<file path="config.mk">
export PLATFORM = sky130hd
export DESIGN_NAME = uart_os_rx
export DESIGN_NICKNAME = d
export VERILOG_FILES = /design/src/rtl/uart_os_rx_pkg.sv /design/src/rtl/uart_os_rx_sync.sv /design/src/rtl/uart_os_rx_flags.sv /design/src/rtl/uart_os_rx.sv
export SDC_FILE = /design/constraint.sdc
export NUM_CORES = 1
export LEC_CHECK = 0
export ABC_AREA = 1
export BUFFER_PORTS_ARGS = -buffer_cell sky130_fd_sc_hd__buf_2
export CORE_MARGIN = 1
export CORE_UTILIZATION = 35
export DETAILED_ROUTE_END_ITERATION = 8
export PLACE_DENSITY_LB_ADDON = 0.12
export RECOVER_POWER = 100
export SLEW_MARGIN = 20
export SYNTH_ARGS = -nofsm -noshare
export SYNTH_HDL_FRONTEND = slang
export SYNTH_SLANG_ARGS = --single-unit
</file>
<file path="constraint.sdc">
create_clock -name clk -period 2.4 [get_ports clk]
set_input_delay 0.48 -clock clk [delete_from_list [all_inputs] [get_ports clk]]
set_output_delay 0.48 -clock clk [all_outputs]
set_load 0.02 [all_outputs]
</file>
<file path="src/rtl/uart_os_rx_pkg.sv">
package uart_os_rx_pkg;

    typedef enum logic [1:0] {
        ST_IDLE,
        ST_START,
        ST_DATA,
        ST_STOP
    } rx_state_e;

    // val: vote result, mixed: the samples disagreed
    typedef struct packed {
        logic val;
        logic mixed;
    } vote_t;

    function automatic vote_t vote3(input logic [2:0] s);
        vote_t r;
        r.val   = (s[0] & s[1]) | (s[0] & s[2]) | (s[1] & s[2]);
        r.mixed = (|s) & ~(&s);
        return r;
    endfunction

    // val: start accepted, mixed: accepted with a stray high sample
    function automatic vote_t start_vote(input logic [2:0] a, input logic [2:0] b);
        vote_t r;
        r.val   = ~vote3(a).val & ~vote3(b).val;
        r.mixed = |{a, b};
        return r;
    endfunction

endpackage

</file>
<file path="src/rtl/uart_os_rx_sync.sv">
module uart_os_rx_sync #(
    parameter int STAGES = 2
) (
    input  logic clk,
    input  logic rst_n,
    input  logic din,
    output logic dout
);
    logic [STAGES-1:0] chain;

    always_ff @(posedge clk or negedge rst_n) begin
        if (!rst_n) chain <= '1;
        else        chain <= {chain[STAGES-2:0], din};
    end

    assign dout = chain[STAGES-1];
endmodule

</file>
<file path="src/rtl/uart_os_rx_flags.sv">
module uart_os_rx_flags #(
    parameter int DATA_BITS = 8
) (
    input  logic                 clk,
    input  logic                 rst_n,
    input  logic                 load,
    input  logic [DATA_BITS-1:0] load_data,
    input  logic                 load_noise,
    input  logic                 load_ferr,
    input  logic                 stat_rd,
    input  logic                 data_rd,
    input  logic                 rx_ie,
    output logic [DATA_BITS-1:0] rx_data,
    output logic                 data_ready,
    output logic                 noise_err,
    output logic                 frame_err,
    output logic                 irq
);
    logic armed;

    always_ff @(posedge clk or negedge rst_n) begin
        if (!rst_n) begin
            rx_data    <= '0;
            data_ready <= 1'b0;
            noise_err  <= 1'b0;
            frame_err  <= 1'b0;
            armed      <= 1'b0;
        end else begin
            if (load) begin
                rx_data    <= load_data;
                data_ready <= 1'b1;
                noise_err  <= noise_err | load_noise;
                frame_err  <= frame_err | load_ferr;
            end else if (data_rd) begin
                data_ready <= 1'b0;
                if (armed) begin
                    noise_err <= 1'b0;
                    frame_err <= 1'b0;
                end
            end
            if (data_rd)      armed <= 1'b0;
            else if (stat_rd) armed <= 1'b1;
        end
    end

    assign irq = data_ready & rx_ie;
endmodule

</file>
<file path="src/rtl/uart_os_rx.sv">
module uart_os_rx
    import uart_os_rx_pkg::*;
#(
    parameter int DATA_BITS   = 8,
    parameter int OVS         = 16,
    parameter int SYNC_STAGES = 2
) (
    input  logic                 clk,
    input  logic                 rst_n,
    input  logic                 rx_en,
    input  logic                 rx_ie,
    input  logic                 os_tick,
    input  logic                 serial_in,
    input  logic                 stat_rd,
    input  logic                 data_rd,
    output logic [DATA_BITS-1:0] rx_data,
    output logic                 data_ready,
    output logic                 noise_err,
    output logic                 frame_err,
    output logic                 irq
);
    localparam int CNT_W = $clog2(OVS + 1);
    localparam int IDX_W = (DATA_BITS > 1) ? $clog2(DATA_BITS) : 1;
    localparam int MID   = OVS / 2;
    localparam logic [CNT_W-1:0] S_A0 = CNT_W'(MID - 5);
    localparam logic [CNT_W-1:0] S_A1 = CNT_W'(MID - 3);
    localparam logic [CNT_W-1:0] S_A2 = CNT_W'(MID - 1);
    localparam logic [CNT_W-1:0] S_B0 = CNT_W'(MID);
    localparam logic [CNT_W-1:0] S_B1 = CNT_W'(MID + 1);
    localparam logic [CNT_W-1:0] S_B2 = CNT_W'(MID + 2);
    localparam logic [CNT_W-1:0] S_M0 = CNT_W'(MID - 1);
    localparam logic [CNT_W-1:0] S_M1 = CNT_W'(MID);
    localparam logic [CNT_W-1:0] S_M2 = CNT_W'(MID + 1);
    localparam logic [CNT_W-1:0] LAST = CNT_W'(OVS);
    localparam logic [IDX_W-1:0] IDX_LAST = IDX_W'(DATA_BITS - 1);

    logic line_s, line_prev;

    rx_state_e state, nxt_state;
    logic [CNT_W-1:0]     cnt, nxt_cnt, pos;
    logic [IDX_W-1:0]     idx, nxt_idx;
    logic [DATA_BITS-1:0] shreg, nxt_shreg;
    logic [2:0]           grp_a, nxt_grp_a;
    logic [1:0]           grp_b, nxt_grp_b;
    logic [1:0]           win, nxt_win;
    logic                 fr_noise, nxt_noise;
    logic                 load, load_noise, load_ferr;
    vote_t                bit_v, st_v;

    uart_os_rx_sync #(.STAGES(SYNC_STAGES)) u_sync (
        .clk  (clk),
        .rst_n(rst_n),
        .din  (serial_in),
        .dout (line_s)
    );

    // next-state process
    always_comb begin
        nxt_state  = state;
        nxt_cnt    = cnt;
        nxt_idx    = idx;
        nxt_shreg  = shreg;
        nxt_grp_a  = grp_a;
        nxt_grp_b  = grp_b;
        nxt_win    = win;
        nxt_noise  = fr_noise;
        load       = 1'b0;
        load_noise = 1'b0;
        load_ferr  = 1'b0;
        pos        = cnt + 1'b1;
        bit_v      = vote3({win, line_s});
        st_v       = start_vote(grp_a, {grp_b, line_s});
        if (!rx_en) begin
            nxt_state = ST_IDLE;
            nxt_cnt   = '0;
        end else if (os_tick) begin
            unique case (state)
                ST_IDLE: begin
                    if (line_prev && !line_s) begin
                        nxt_state = ST_START;
                        nxt_cnt   = CNT_W'(1);
                        nxt_noise = 1'b0;
                    end
                end
                ST_START: begin
                    nxt_cnt = pos;
                    if (pos == S_A0 || pos == S_A1 || pos == S_A2)
                        nxt_grp_a = {grp_a[1:0], line_s};
                    if (pos == S_B0 || pos == S_B1)
                        nxt_grp_b = {grp_b[0], line_s};
                    if (pos == S_B2) begin
                        nxt_noise = st_v.mixed;
                        if (!st_v.val) begin
                            nxt_state = ST_IDLE;
                            nxt_cnt   = '0;
                        end
                    end
                    if (pos == LAST) begin
                        nxt_state = ST_DATA;
                        nxt_cnt   = '0;
                        nxt_idx   = '0;
                    end
                end
                ST_DATA: begin
                    nxt_cnt = pos;
                    if (pos == S_M0 || pos == S_M1)
                        nxt_win = {win[0], line_s};
                    if (pos == S_M2) begin
                        nxt_shreg = {bit_v.val, shreg[DATA_BITS-1:1]};
                        nxt_noise = fr_noise | bit_v.mixed;
                    end
                    if (pos == LAST) begin
                        nxt_cnt = '0;
                        if (idx == IDX_LAST) nxt_state = ST_STOP;
                        else                 nxt_idx   = idx + 1'b1;
                    end
                end
                ST_STOP: begin
                    nxt_cnt = pos;
                    if (pos == S_M0 || pos == S_M1)
                        nxt_win = {win[0], line_s};
                    if (pos == S_M2) begin
                        load       = 1'b1;
                        load_noise = fr_noise | bit_v.mixed;
                        load_ferr  = ~bit_v.val;
                        nxt_state  = ST_IDLE;
                        nxt_cnt    = '0;
                    end
                end
            endcase
        end
    end

    // state register process
    always_ff @(posedge clk or negedge rst_n) begin
        if (!rst_n) begin
            state     <= ST_IDLE;
            cnt       <= '0;
            idx       <= '0;
            shreg     <= '0;
            grp_a     <= '0;
            grp_b     <= '0;
            win       <= '0;
            fr_noise  <= 1'b0;
            line_prev <= 1'b1;
        end else begin
            state    <= nxt_state;
            cnt      <= nxt_cnt;
            idx      <= nxt_idx;
            shreg    <= nxt_shreg;
            grp_a    <= nxt_grp_a;
            grp_b    <= nxt_grp_b;
            win      <= nxt_win;
            fr_noise <= nxt_noise;
            if (os_tick) line_prev <= line_s;
        end
    end

    // output process lives in the flag register block
    uart_os_rx_flags #(.DATA_BITS(DATA_BITS)) u_flags (
        .clk       (clk),
        .rst_n     (rst_n),
        .load      (load),
        .load_data (shreg),
        .load_noise(load_noise),
        .load_ferr (load_ferr),
        .stat_rd   (stat_rd),
        .data_rd   (data_rd),
        .rx_ie     (rx_ie),
        .rx_data   (rx_data),
        .data_ready(data_ready),
        .noise_err (noise_err),
        .frame_err (frame_err),
        .irq       (irq)
    );
endmodule

</file>
==> results of run 1 <==
[power groups by stage]
stage	Clock, mW	Combinational (mW)	Sequential [mW]
2_1_floorplan	0	0.0619	0.726
3_3_place_gp	0	0.104	0.728
3_5_place_dp	0	0.105	0.729
4_1_cts	0.588	0.105	0.715
5_1_grt	0.615	0.120	0.717
6_report	0.568	0.0998	0.715
[layer usage]
| metal | GRT usage, % | vias to the layer above | part of all wire (%) |
|---|---|---|---|
| met3 | 3.30 | 4 | 3.3 |
| met4 | 5.26 | 0 | 1.0 |
| met5 | 0 | - | 0 |
| met2 | 23.6 | 27 | 44 |
| li1 | - | 960 | - |
| met1 | 21.6 | 840 | 52 |
[cell families (layout without fill, tap and decap cells)]
group	after synthesis	in the layout	share of synthesized area, %
mux	1	1	0.665
buf+inv	42	66	7.98
simple gates	137	137	27.8
flops	41	41	45.6
fa+ha+maj	12	12	6.65
compound gates	48	48	11.4
[cell type report]
class                      instances  area [um2]  share of cell area, %
clock inverter                     3        43.8                   1.76
clock buffer                       5        68.8                   2.76
sequential                        41        1030                   41.3
timing repair buffer              21        86.3                   3.46
multi-input combinational        198        1030                   41.4
tap                               75        93.8                   3.76
inverter                          37         139                   5.57
[Yosys cell counts, drive strengths merged]
library cell / number / area, um2
or2: 2 / 12.5
ha: 12 / 150
a211oi: 1 / 7.51
nand2: 80 / 310
o2111ai: 1 / 8.76
clkbuf: 2 / 7.51
dfstp: 3 / 78.8
nor3: 2 / 26.3
a2bb2oi: 2 / 17.5
nand4: 10 / 62.6
buf: 3 / 33.8
a21oi: 7 / 35.0
o21ai: 36 / 180
nor2: 22 / 85.1
inv: 37 / 139
mux2: 1 / 15.0
nand3: 21 / 130
o21bai: 1 / 7.51
dfrtp: 38 / 951
[flip-flops by register name, indices dropped and copies added (netlist names), 2 cells and up]
signal / count
cnt: 5
grp_a: 3
grp_b: 2
idx: 3
shreg: 8
state: 2
u_flags.rx_data: 8
u_sync.chain: 2
win: 2
[critical path, cell delays in order, from the launching register on]
cell	delay, ns
dfrtp_1	0.51
ha_1	0.31
nand3_1	0.12
nand2_1	0.08
nand2_1	0.16
nor3_4	0.25
nand2_2	0.24
mux2_4	0.36
[worst min path at each step]
stage                                   start                       endpoint  slack (ns)  depth (start not counted)
floorplan                               rst_n             cnt[0]$_DFFE_PN0P_        0.18                          0
global placement    u_sync.chain[0]$_DFF_PN1_      u_sync.chain[1]$_DFF_PN1_        0.35                          0
detailed placement  u_sync.chain[0]$_DFF_PN1_      u_sync.chain[1]$_DFF_PN1_        0.35                          0
CTS                                     rst_n  u_flags.frame_err$_DFFE_PN0P_        0.03                          1
global route                            rst_n           shreg[7]$_DFFE_PN0P_        0.19                          1
finish                                  rst_n  u_flags.frame_err$_DFFE_PN0P_        0.13                          1
[through the flow]
stage          hold WS, ns  util (%)  power [mW]  instance area, um2
2_1_floorplan        0.184         -       0.788                2260
3_3_place_gp         0.346      39.9       0.833                2420
3_5_place_dp         0.347      39.9       0.833                2420
4_1_cts             0.0275      41.8        1.41                2530
5_1_grt              0.188      41.2        1.45                2490
6_report             0.129      41.2        1.38                2490
==> parameters.txt, run 1 <==
Parameter                              Value

Run status
  Result of the run ... finished clean

Die
  Floorplan row count ... 28
  I/O pin count ... 20
  Height of the die ... 82.3 um
  Total die area ... just under 7000 um2
  Initial standard-cell utilization of the core ... between 30% and 40%
  Core footprint ... 6060 um2
  Die Span X ... around 82 um

Power
  Static power due to leakage ... roughly 1.2 nW
  Combinational cell fraction of total power ... under 10%
  Power dissipated by switching net loads ... 337 uW
  Pwr per Cell Area ... 554 nW/um2
  Clock share of power ... about 41%
  Maximum VDD drop ... ~360 uV
  Sequential Power Share ... 51.7%
  Switching part of the total ... 24.4%
  Internal power ... 1.05 mW

Routing
  Via total after detailed routing ... approximately 1800
  Vias per cell ... 4.82
  Average routed wire per standard cell ... between 10 and 15 um
  Iteration-0 DRC Markers ... 96
  DRT antenna net count ... 0
  Number of remaining DRC errors ... 0
  Total wirelength of the detailed-routed design ... roughly 4500 um
  Pre-Repair DR Iteration Count ... 4

Clock network
  Latest clock arrival within the worst-skew pair ... just under 0.3 ns
  Maximum level of the CTS H-tree ... 2
  Cts bufs inserted ... 5
  Clock tree from TritonCTS ... built
  Clock sinks ... 41
  Clock-pin slew reported for the worst setup and hold paths after clock tree synthesis ... ~0.090 ns
  Master cell of the clock root buffer ... clkbuf_8
  Quantity of hold-fixing buffers added after cts ... 0
  Buffer count from post-CTS setup fixing ... 0
  Longest Clk Path Bufs ... 2
  Post-CTS resize count ... 0

Final layout
  Post-layout instance count excluding filler cells ... 380
  Share of final-layout standard cells stronger than drive strength 1 ... under 10%
  Commonest cells after routing, fill and taps aside ... 79 x nand2_1, 38 x dfrtp_1, 36 x inv_1, 36 x o21ai_0, 22 x nor2_1
  Number of filler cells placed in the layout ... 632
  Nets ... 324
  Area overhead of the layout relative to synthesis ... 10.5%
  Most common cell after layout, fill and taps aside ... nand2_1
  Number of inserted diodes ... 0

Timing
  Setup TNS after final layout ... 0 ns
  Final min period ... between 2 and 2.5 ns
  Worst-margin pin slew ... slightly below 0.9 ns
  Smallest setup slack after layout ... roughly 0.26 ns
  Max_slew headroom ... between 40 and 50%
  Fin. max-slew vios ... 0
  Final critical-path share of the clock period ... approximately 89%
  Number of hold violations in the final report ... 0
  Unrepaired setup endpoints after global routing ... false
  Layout Skew ... about 0.008 ns
  Final number of setup-violating endpoints ... 0
  Fmax ... 0.468 GHz

Synthesis
  Summed instance area of the synthesized netlist ... 2260 um2
  Synthesized instance count ... around 280
  Register area share after synthesis ... 45.6%
  Unique cell type count in the Yosys netlist ... 25
  Synthesized area per cell ... 8.04 um2
  Total number of yosys warnings ... 0
  Flip-flop and latch count after synthesis ... 41
  Post-synthesis net count ... approximately 300

Placement
  Cell count after placement ... about 370
  Port-buffer cells ... 19
  HPWL after detailed placement ... about 3400 um
  Setup WS pre-CTS ... between 0.3 and 0.4 ns
  Final Wtd Congestion ... 0.797

Setup path
  Critical Path RT ... between 2 and 3 ns
  Worst reg2reg path endpoint ... u_flags.rx_data[0]$_DFFE_PN0P_
  Launch point of the worst reg-to-reg path ... cnt[0]$_DFFE_PN0P_
  Element type at the critical path end ... flop
  CP startpoint ... cnt[0]$_DFFE_PN0P_
  Sort of element at the start of the critical path ... flop
  CP max FO ... 20
  Data arrival time of the critical path ... ~2.3 ns
  Capture point of the critical path ... u_flags.rx_data[0]$_DFFE_PN0P_
  Worst Reg-to-Reg Cells ... 7
  Category of the most critical setup path ... flop to flop
  R2r setup slk ... 0.26 ns

GRT
  First-pass GRT wire length ... 7920 um
  Total routing resource utilization after global routing ... 15.5%
  GRT Residual Overflow ... 0
  Maximum number of pins on one net before global-route repair ... 21
  Number of global-route vias before repair ... 1699
  Antenna violations before repair ... 0

Worst hold path
  Classification of the worst-slack hold path ... input pin to asynchronous set/reset pin

Job
  Number of max-capacitance violations reported ... 0
Note: power is estimated with default switching activity, not from simulation.
==> run 2, diff against run 1 <==
Settings changed: PLACE_DENSITY_LB_ADDON 0.12 to 0.15.
==> run 2 against run 1 <==
Net effect:
- utilization down 0.35 points
- die area unchanged
- routed wire length up 2.8%
- flip-flop and latch count unchanged
- clock skew up 0.0017 ns
- final area down 0.85%
- power down 6.6%
- via count up 1.4%
- sequential share of layout area up 0.35 points
- combinational power about the same
- worst hold slack better by 0.14 ns
- cell count unchanged
- largest power group unchanged
==> parameters.txt, run 2 (synthesis results as in run 1) <==
Parameter                              Value

Run status
  Result of the run ... finished clean

Setup path
  Element type at the critical path end ... flop
  Data arrival time of the critical path ... 2.35 ns
  Category of the most critical setup path ... flop to flop
  CP max FO ... 20
  Sort of element at the start of the critical path ... flop
  Critical Path RT ... about 2.6 ns

Timing
  Final critical-path share of the clock period ... 90.1%
  Final min period ... between 2 and 2.5 ns
  Worst-margin pin slew ... 1.18 ns
  Fin. max-slew vios ... 0
  Fmax ... approximately 0.46 GHz
  Max_slew headroom ... a little over a fifth
  Number of hold violations in the final report ... 0
  Unrepaired setup endpoints after global routing ... false
  Setup TNS after final layout ... 0 ns
  Layout Skew ... roughly 0.0098 ns
  Final number of setup-violating endpoints ... 0
  Minimum hold slack ... 0.268 ns

Final layout
  Commonest cells after routing, fill and taps aside ... 78 x nand2_1, 38 x dfrtp_1, 36 x inv_1, 36 x o21ai_0, 21 x nor2_1
  Share of final-layout standard cells stronger than drive strength 1 ... under 10%
  Number of inserted diodes ... 0
  Area overhead of the layout relative to synthesis ... 9.53%
  Biggest regs ... shreg: 8 flops, u_flags.rx_data: 8 flops, cnt: 5 flops
  Most common cell after layout, fill and taps aside ... nand2_1
  Number of filler cells placed in the layout ... 638
  Nets ... 324

Routing
  Average routed wire per standard cell ... between 10 and 15 um
  Number of remaining DRC errors ... 0
  Pre-Repair DR Iteration Count ... 4
  Total wirelength of the detailed-routed design ... approximately 4600 um
  Vias per cell ... ~4.9
  Iteration-0 DRC Markers ... 99
  DRT antenna net count ... 0
  Via total after detailed routing ... 1856

Power
  Pwr per Cell Area ... around 520 nW/um2
  Static power due to leakage ... about 1.2 nW
  Maximum VDD drop ... approximately 330 uV

Die
  Total die area ... around 6800 um2
  Height of the die ... ~80 um
  Floorplan row count ... 28
  Initial standard-cell utilization of the core ... between 30% and 40%
  I/O pin count ... 20
  Core footprint ... around 6000 um2
  Die Span X ... 82.3 um

GRT
  First-pass GRT wire length ... roughly 8000 um
  Antenna violations before repair ... 0
  Total routing resource utilization after global routing ... 15.8%
  Number of global-route vias before repair ... 1739
  Maximum number of pins on one net before global-route repair ... 23
  GRT Residual Overflow ... 0

Placement
  HPWL after detailed placement ... around 3500 um
  Final Wtd Congestion ... roughly 0.79
  Port-buffer cells ... 19

Clock network
  Cts bufs inserted ... 5
  Longest Clk Path Bufs ... 2
  Buffer count from post-CTS setup fixing ... 0
  Clock sinks ... 41
  Post-CTS resize count ... 0
  Quantity of hold-fixing buffers added after cts ... 0
  Maximum level of the CTS H-tree ... 2
  Latest clock arrival within the worst-skew pair ... slightly above 0.3 ns
  Clock tree from TritonCTS ... built
  Clock-pin slew reported for the worst setup and hold paths after clock tree synthesis ... 0.09 ns
  Master cell of the clock root buffer ... clkbuf_8

Job
  Number of max-capacitance violations reported ... 0

Worst hold path
  Classification of the worst-slack hold path ... input pin to flop
## run 2: cell types whose count changed in the layout (fill, tap and decap cells not counted), sizes merged
cell,previous run,this run
bufinv,1,0
clkinvlp,0,1
## run 2: routing by layer
layer | track usage [%] | share of wire, % | vias up
li1 | - | - | 961
met1 | 21.3 | 51 | 851
met3 | 3.85 | 3.4 | 9
met2 | 24.3 | 44 | 35
met5 | 0 | 0 | -
met4 | 6.14 | 1.6 | 0
## run 2: worst max-delay path, stage by stage (launching register included)
cell and delay (ns):
dfrtp_1 0.48, ha_1 0.32, inv_1 0.10, nand2_1 0.05, nand2_1 0.11, nand3_1 0.17, nor3_4 0.19, nand2_2 0.24
mux2_1 0.38
## run 2: where the power goes
group	switching (mW)	internal, mW	total [mW]	leakage (nW)
Combinational	0.0697	0.0303	0.100	0.606
Sequential	0.0115	0.703	0.715	0.539
Clock	0.270	0.207	0.477	0.0445
## run 2: final timing paths
kind                                           startpoint                              to  slack (ns)  cells after the start
worst max-delay path                   cnt[0]$_DFFE_PN0P_  u_flags.rx_data[0]$_DFFE_PN0P_        0.24                      8
worst min-delay path                            serial_in       u_sync.chain[0]$_DFF_PN1_        0.27                      1
worst max register to register         cnt[0]$_DFFE_PN0P_  u_flags.rx_data[0]$_DFFE_PN0P_        0.24                      8
worst min register to register  u_sync.chain[0]$_DFF_PN1_       u_sync.chain[1]$_DFF_PN1_        0.36                      0
max in group asynchronous                           rst_n              idx[2]$_DFFE_PN0P_        0.86                      2
min in group asynchronous                           rst_n   u_flags.noise_err$_DFFE_PN0P_        0.39                      1
## run 2: final cells by class
cell class                 instances  area (um2)  share of cell area [%]
multi-input combinational        198        1030                    41.8
timing repair buffer              21        86.3                    3.49
inverter                          37         139                    5.61
sequential                        41        1030                    41.6
clock inverter                     3        21.3                   0.860
tap                               75        93.8                    3.79
clock buffer                       5        68.8                    2.78
## run 2: per-stage QoR
step	area, um2	power [mW]	worst slack, ns	instances	utilization [%]
after global placement	2420	0.832	0.378	372	39.9
final	2470	1.29	0.238	380	40.8
after detailed placement	2420	0.834	0.350	372	39.9
after floorplan	2260	0.788	0.598	281	-
after CTS	2510	1.32	0.305	380	41.4
after global routing	2470	1.36	0.0619	380	40.8
